<file path="config.mk">
export PLATFORM = sky130hd
export DESIGN_NAME = line_irq_detector
export DESIGN_NICKNAME = d
export VERILOG_FILES = /design/src/rtl/lid_pkg.sv /design/src/rtl/lid_sample_track.sv /design/src/rtl/lid_bank.sv /design/src/rtl/line_irq_detector.sv
export SDC_FILE = /design/constraint.sdc
export NUM_CORES = 2
export LEC_CHECK = 0
export BUFFER_PORTS_ARGS = -buffer_cell sky130_fd_sc_hd__buf_2
export CORE_UTILIZATION = 25
export CTS_BUF_LIST = sky130_fd_sc_hd__clkbuf_4 sky130_fd_sc_hd__clkbuf_8
export DETAILED_ROUTE_END_ITERATION = 10
export PLACE_DENSITY_LB_ADDON = 0.3
export SLEW_MARGIN = 40
export SYNTH_ARGS = -nofsm -noshare
export SYNTH_HDL_FRONTEND = slang
export SYNTH_SLANG_ARGS = --single-unit
</file>
<file path="constraint.sdc">
create_clock -name clk -period 1.7 [get_ports clk]
set_input_delay 0.085 -clock clk [delete_from_list [all_inputs] [get_ports clk]]
set_output_delay 0.085 -clock clk [all_outputs]
set_load 0.01 [all_outputs]
</file>
<file path="src/rtl/lid_pkg.sv">
package lid_pkg;
    localparam int BANK_W = 32;
    localparam int REG_AW = 5;   // byte offset bits inside one bank window

    typedef enum logic [2:0] {
        SEL_ENABLE = 3'd0,
        SEL_POL    = 3'd1,
        SEL_LEVEL  = 3'd2,
        SEL_BOTH   = 3'd3,
        SEL_STATUS = 3'd4
    } reg_sel_e;

    typedef struct packed {
        logic [BANK_W-1:0] enable;
        logic [BANK_W-1:0] pol;
        logic [BANK_W-1:0] level;
        logic [BANK_W-1:0] both;
    } bank_cfg_t;

    // Lines that signal an event for this sample pair.
    function automatic logic [BANK_W-1:0] detect_hits(
        input bank_cfg_t         cfg,
        input logic [BANK_W-1:0] cur,
        input logic [BANK_W-1:0] prev,
        input logic              primed
    );
        logic [BANK_W-1:0] rise, fall, edg, lvl;
        rise = cur & ~prev;
        fall = ~cur & prev;
        edg  = (cfg.both & (rise | fall))
             | (~cfg.both & ((cfg.pol & rise) | (~cfg.pol & fall)));
        if (!primed) edg = '0;
        lvl  = ~(cur ^ cfg.pol);
        return cfg.enable & ((cfg.level & lvl) | (~cfg.level & edg));
    endfunction
endpackage

</file>
<file path="src/rtl/lid_sample_track.sv">
module lid_sample_track #(
    parameter int LINES = 96
) (
    input  logic             clk,
    input  logic             rst,
    input  logic             valid,
    input  logic [LINES-1:0] cur,
    output logic [LINES-1:0] prev,
    output logic             primed
);
    always_ff @(posedge clk) begin
        if (rst) begin
            prev   <= '0;
            primed <= 1'b0;
        end else if (valid) begin
            prev   <= cur;
            primed <= 1'b1;
        end
    end
endmodule

</file>
<file path="src/rtl/lid_bank.sv">
module lid_bank
    import lid_pkg::*;
(
    input  logic              clk,
    input  logic              rst,
    input  logic              wr_en,
    input  reg_sel_e          sel,
    input  logic [BANK_W-1:0] wdata,
    input  logic              smp_valid,
    input  logic [BANK_W-1:0] cur,
    input  logic [BANK_W-1:0] prev,
    input  logic              primed,
    output bank_cfg_t         cfg,
    output logic [BANK_W-1:0] status
);
    logic [BANK_W-1:0] hits;
    logic [BANK_W-1:0] clr;

    always_comb begin
        hits = smp_valid ? detect_hits(cfg, cur, prev, primed) : '0;
        clr  = (wr_en && sel == SEL_STATUS) ? wdata : '0;
    end

    always_ff @(posedge clk) begin
        if (rst) begin
            cfg    <= '0;
            status <= '0;
        end else begin
            if (wr_en) begin
                case (sel)
                    SEL_ENABLE: cfg.enable <= wdata;
                    SEL_POL:    cfg.pol    <= wdata;
                    SEL_LEVEL:  cfg.level  <= wdata;
                    SEL_BOTH:   cfg.both   <= wdata;
                    default:    ;
                endcase
            end
            // a fresh event outranks a clear in the same cycle
            status <= (status & ~clr) | hits;
        end
    end
endmodule

</file>
<file path="src/rtl/line_irq_detector.sv">
module line_irq_detector
    import lid_pkg::*;
#(
    parameter int NUM_BANKS  = 3,
    localparam int LINES      = NUM_BANKS * BANK_W,
    localparam int BANK_IDX_W = (NUM_BANKS > 1) ? $clog2(NUM_BANKS) : 1,
    localparam int ADDR_W     = BANK_IDX_W + REG_AW
) (
    input  logic              clk,
    input  logic              rst,
    input  logic              smp_valid,
    input  logic [LINES-1:0]  smp_data,
    input  logic              reg_wr,
    input  logic [ADDR_W-1:0] reg_addr,
    input  logic [BANK_W-1:0] reg_wdata,
    output logic [BANK_W-1:0] reg_rdata,
    output logic              irq
);
    logic [LINES-1:0]      prev;
    logic                  primed;
    logic [LINES-1:0]      status_all;
    logic [LINES-1:0]      enable_all;
    bank_cfg_t             cfg [NUM_BANKS];
    logic [BANK_W-1:0]     st  [NUM_BANKS];
    logic [BANK_IDX_W-1:0] bank_idx;
    logic [2:0]            sel_raw;
    logic                  sel_ok;

    assign bank_idx = reg_addr[ADDR_W-1:REG_AW];
    assign sel_raw  = reg_addr[REG_AW-1:2];
    assign sel_ok   = (sel_raw <= 3'd4);

    lid_sample_track #(.LINES(LINES)) u_track (
        .clk    (clk),
        .rst    (rst),
        .valid  (smp_valid),
        .cur    (smp_data),
        .prev   (prev),
        .primed (primed)
    );

    for (genvar b = 0; b < NUM_BANKS; b++) begin : g_bank
        logic wr_here;
        assign wr_here = reg_wr && sel_ok && (bank_idx == BANK_IDX_W'(b));

        lid_bank u_bank (
            .clk       (clk),
            .rst       (rst),
            .wr_en     (wr_here),
            .sel       (reg_sel_e'(sel_raw)),
            .wdata     (reg_wdata),
            .smp_valid (smp_valid),
            .cur       (smp_data[b*BANK_W +: BANK_W]),
            .prev      (prev[b*BANK_W +: BANK_W]),
            .primed    (primed),
            .cfg       (cfg[b]),
            .status    (st[b])
        );

        assign status_all[b*BANK_W +: BANK_W] = st[b];
        assign enable_all[b*BANK_W +: BANK_W] = cfg[b].enable;
    end

    always_comb begin
        reg_rdata = '0;
        for (int b = 0; b < NUM_BANKS; b++) begin
            if (bank_idx == BANK_IDX_W'(b)) begin
                case (sel_raw)
                    3'd0:    reg_rdata = cfg[b].enable;
                    3'd1:    reg_rdata = cfg[b].pol;
                    3'd2:    reg_rdata = cfg[b].level;
                    3'd3:    reg_rdata = cfg[b].both;
                    3'd4:    reg_rdata = st[b];
                    default: reg_rdata = '0;
                endcase
            end
        end
    end

    assign irq = |(status_all & enable_all);
endmodule

</file>
* Word level (Yosys, flattened, before mapping)
Index checks and enable logic that the tools add are counted.
** Storage, ports and cells
- Bits in registers :: 577
- Input port bits :: 139
- Logic and storage cells :: 131
** Cells by class
- $lt $le $gt $ge :: 1
- Equality and inequality tests :: 6
- Muxes and demuxes :: 15
- Bitwise gates (word level) :: 70
- Reductions and logical operators :: 22
** Operators by type and width (number)
- $and 32x32->32 :: 30
- $not 32->32 :: 21
- $or 32x32->32 :: 15
- $pmux 32 s5 :: 3
- $mux 32 :: 12
- $and 96x96->96 :: 1
- $reduce_or 96->1 :: 1
- $xor 32x32->32 :: 3
- $reduce_and 2->1 :: 12
- $logic_and 1x1->1 :: 7
- $eq 3x2->1 const B :: 2
- $eq 3x1->1 const B :: 1
- $eq 3x3->1 const B :: 1
- $le 3x3->1 const B :: 1
- $logic_not 3->1 :: 1
- $eq 2x1->1 const B :: 1
- $eq 2x2->1 const B :: 1
- $logic_not 2->1 :: 1

* Logic depth before layout (Yosys ltp)
- Word-level depth :: 12
- Mapped depth :: 8
- Mapped depth without buffers :: 7

* Cells and area by module
Synthesis repeated with hierarchy kept, for this count alone.
** Unflattened totals
- Cells, all modules :: 4111
- Area, all modules :: 32804.0 µm²
** Modules (own cells, without submodules)
- lid_bank :: times used 3, cells each 1064, area an instance 8370.5 µm², seq. area each 3203.1 µm²
- line_irq_detector :: times used 1, cells each 606, area an instance 4261.6 µm², seq. area each 0.0 µm²
- lid_sample_track :: times used 1, cells each 313, area an instance 3430.8 µm², seq. area each 1941.9 µm²

* Worst setup path after synthesis
Ideal clock, no wire load.
- Kind :: input-to-output
- Start :: input reg_addr[3]
- End :: output reg_rdata[20]
- Data arrival time :: 1.397 ns
- Data required time :: 1.615 ns
- Setup slack :: 0.218 ns
- Stages :: 8
- Path through :: buf_6 buf_6 nor3_4 buf_4 a22oi_1 nand3_1 o21ai_1 nor3_1
** On the way
- Cells in the longest elaborated chain, start to end :: 5
- Elaborated cells between the ends (all ways) :: 11
- Classes of those cells :: eq/ne (4); mux (6); reduce/logical (1)
** RTL lines
- start, declared :: RTL line line_irq_detector.sv:14 : input logic [ADDR_W-1:0] reg_addr,
- $eq 3x3->1, or another cell as far along :: RTL line line_irq_detector.sv:68 : case (sel_raw)
- $pmux 32 s5 :: RTL line line_irq_detector.sv:68
- $mux 32 (2 in a row) :: RTL line line_irq_detector.sv:67 : if (bank_idx == BANK_IDX_W'(b)) begin
- $mux 32 * :: RTL line line_irq_detector.sv:67
- end, declared :: RTL line line_irq_detector.sv:16 : output logic [BANK_W-1:0] reg_rdata,
Mark *: on every way between the ends. The rest lies on a longest branch, timed or not.

* Final worst setup path
- Start :: register, netlist name g_bank[0].u_bank.cfg[104]
- End :: output irq
** On the way
- Cells in the longest elaborated chain, start to end :: 2
** RTL lines
- $and 96x96->96 :: RTL line line_irq_detector.sv:80 : assign irq = |(status_all & enable_all);
- $reduce_or 96->1 :: RTL line line_irq_detector.sv:80
- end, declared :: RTL line line_irq_detector.sv:17 : output logic irq
Every way passes these cells.

==> out/results.txt <==
Post-DP HPWL = 110,700 µm
IO Pins = 172
Static Leak = 16.69 nW
Worst Clk Skew = 0.02338 ns
Worst skew pair latency = 0.82 ns
Part of the cycle the worst path needs = 156.3%
Critical path depth = 6
DRT Pass-1 Iters = 9
CTS H-tree depth = 3
Root buffer cell = clkbuf_8
Critical path class = flop to output pin
Setup crit start = g_bank[0].u_bank.cfg[104]$_SDFFE_PP0P_
Grt total ovfl = 0
Power Dens Cells = 759.9 mW/mm²
Vias in the first global route = 32,080
Status = complete, but fails checks
Worst hold start = smp_valid
Hold Path Sink = u_track.prev[65]$_SDFFE_PP0P_
Internal power = 24.06 mW
First-pass GRT wire length = 221,000 µm
Clock network fraction of design power = 45.7%
Placed cells = 6,108
Hold Path Depth = 4
Sw Ratio = 27.98%
Post-route ant nets = 0
Filler cell count = 13,250
Initial core utilization = 25.27%
Core Area = 0.1259 mm²
Cell family with most CP delay = simple AND/OR/NAND/NOR gates
Worst R2R Start = u_track.primed$_SDFFE_PP0P_
#FFs+latches synth = 577
Initial antenna violation count = 13
Chip Width = 358.8 µm
CP required = 1.62 ns
Max stage delay on crit path = 0.40 ns
Post-synth top flop = dfxtp_1
Area Overhead vs Synth = 38.17%
Sequential fraction of the synthesis area = 36.30%
CP max-delay cell = a22oi_1
Endpoint of the worst-slack reg-to-reg timing path = g_bank[0].u_bank.status[3]$_SDFF_PP0_
Die H = 358.8 µm
Routability congestion estimate = 0.9742
Flop pwr share = 41.4%
Mapped cell area = 0.03182 mm²
Initial DRC Count = 3,589
Layout cells sized above 1 = 27.38%
Clk slew on worst S/H paths = 0.06 ns
Worst VDD drop = 0.0005991 V
CP Capture Type = output pin
Failing checks = design-rule violations, negative setup slack
Max Buffers Root-to-Sink = 3
Hold WS = 0.06120 ns
Setup Slack @ Placement = -0.8135 ns
Cts bufs inserted = 103
Post-synthesis instance total = 4,084
Die area = 0.1287 mm²
Crit path launch type = flop
Commonest non-fill, non-tap cells in the layout = 1,055 x nand2_1, 518 x a21oi_1, 412 x dfxtp_1
Routed WL = 152,900 µm
Commonest non-fill, non-tap cell in the layout = nand2_1
Multi-input gate area = 0.01913 mm²
Worst rel slew slack = 60.02%
Pins Over Slew Limit = 0
Worst Path Arrival = 2.57 ns
RSZ-0062 raised after global routing = true
Number of enable-type register cells in the synthesized netlist = 0
Final setup viols = 33
Vias = 33,430
Gate power share = 12.9%
# Max-Cap Violations = 0
Switching pwr = 9.349 mW
Reg2Reg Depth = 6
Post-synth ARST share = 0%
Avg WL per Cell = 23.48 µm
Reg2Reg Setup Slack = 0.02 ns
CP max FO = 3
CTS tree = done
Final min period = 2.657 ns
Setup ws final = -0.9573 ns
Gr usage total = 23.41%
Worst-margin pin slew = 0.5972 ns
Std cell rows = 130
HP Class = primary input to flop
Non-filler cells, final = 6,512
Post-Syn Nets = 4,415
Buf/Inv on CP = 2
DRC = 2
# port buffers = 169
Post-synthesis cell type count = 62
Final Hold Viols = 0
Clock sink count = 577
Largest net degree at the start of global routing = 108
DR vias/cell = 5.134
Avg Synthesized Cell Area = 7.791 µm²
Fmax = 0.3763 GHz
Post-Route Utilization = 34.92%
Warnings from Yosys = 0
Layout Nets = 5,102
Register area = 0.01185 mm²
Worst path cell trace = a22oi_1, nand4_1, nor4_2, buf_4, nand3_4, buf_6
[synthesized netlist by cell type, types with 91 or more instances]
library cell,instances,share of area [%]
a22oi_1,142,3.4
o21ai_0,218,3.4
nor2_1,138,1.6
ha_1,192,7.6
o211ai_1,99,2.3
clkbuf_1,155,1.8
nand2_1,1058,12
xnor2_1,96,2.6
mux2_2,105,3.7
inv_1,194,2.3
buf_2,91,1.4
mux2i_1,123,3.9
dfxtp_1,577,36
a21oi_1,531,8.4
nand3_1,117,1.8
[layout make-up]
| type | instances | share of cell area, % |
|---|---|---|
| Clock inverter | 20 | 0.6204 |
| Antenna cell | 8 | 0.04554 |
| Tap cell | 1650 | 4.696 |
| Timing Repair Buffer | 870 | 17.79 |
| Multi-Input combinational cell | 3024 | 43.52 |
| Clock buffer | 168 | 4.719 |
| Inverter | 195 | 1.665 |
| Sequential cell | 577 | 26.94 |
[logic make-up (layout without fill, tap and decap cells)]
group           count (synthesis)  after routing  synth area share, %
fa+ha+maj                     192            192                7.550
simple gates                 1385           1385                17.83
flops                         577            577                36.30
mux                           241            241                8.506
buf+inv                       483           1253                6.685
compound gates               1110           1110                20.48
other cells                     0              8                    0
xor+xnor                       96             96                2.643
[worst max-delay path by stage]
| stage | to | slack (ns) |
|---|---|---|
| CTS | irq | -0.97 |
| floorplan | reg_rdata[20] | 0.22 |
| global placement | g_bank[0].u_bank.cfg[99]$_SDFFE_PP0P_ | -0.83 |
| finish | irq | -0.96 |
| global route | irq | -0.96 |
| detailed placement | g_bank[0].u_bank.cfg[99]$_SDFFE_PP0P_ | -0.81 |
[routing by layer]
metal	vias up	wire [µm]	part of all wire [%]	GRT usage (%)
met5	-	41	0.027	0
met4	6	7062	4.6	10.72
met3	351	12660	8.3	3.827
met2	1612	69880	46	37.72
met1	16050	63290	41	30.47
li1	15410	-	-	-
[power by group through the flow]
| stage | Combinational (mW) | Clock (mW) | Sequential [mW] |
|---|---|---|---|
| 6_report | 4.32 | 15.3 | 13.8 |
| 5_1_grt | 4.61 | 16.1 | 13.8 |
| 4_1_cts | 4.27 | 15.5 | 13.8 |
| 3_5_place_dp | 3.65 | 0 | 14.2 |
| 3_3_place_gp | 3.61 | 0 | 14.2 |
| 2_1_floorplan | 1.76 | 0 | 14.1 |
[through the flow]
step	total power, mW	instance area [µm²]	TNS (ns)
floorplan	15.88	31820	0
global placement	17.77	37950	-112.92
detailed placement	17.82	37950	-117.14
CTS	33.58	43660	-25.16
global route	34.56	43950	-19.79
finish	33.41	43960	-18.15
[flip-flops by register name (all words and copies together), names as in the netlist]
register	flops
g_bank.u_bank.cfg	384
g_bank.u_bank.status	96
u_track.prev	96
u_track.primed	1
[timing repair]
action                                 in CTS  in global routing
pin swaps                                  91                 65
gates cloned                                0                  0
resized for setup                         360                127
setup endpoints to repair                  34                 73
hold buffers                              225                  1
endpoints found under the hold margin     577                  1
setup buffers                              14                 10
[worst register-to-register path: cells and delay by family, from the launching register on]
kind	cells	cell delay, ns
AOI/OAI and AO/OA	3	0.62
buffers and inverters	2	0.34
DFF	1	0.41
and+or+nand+nor	1	0.18
(Power assumes the default switching activity.)
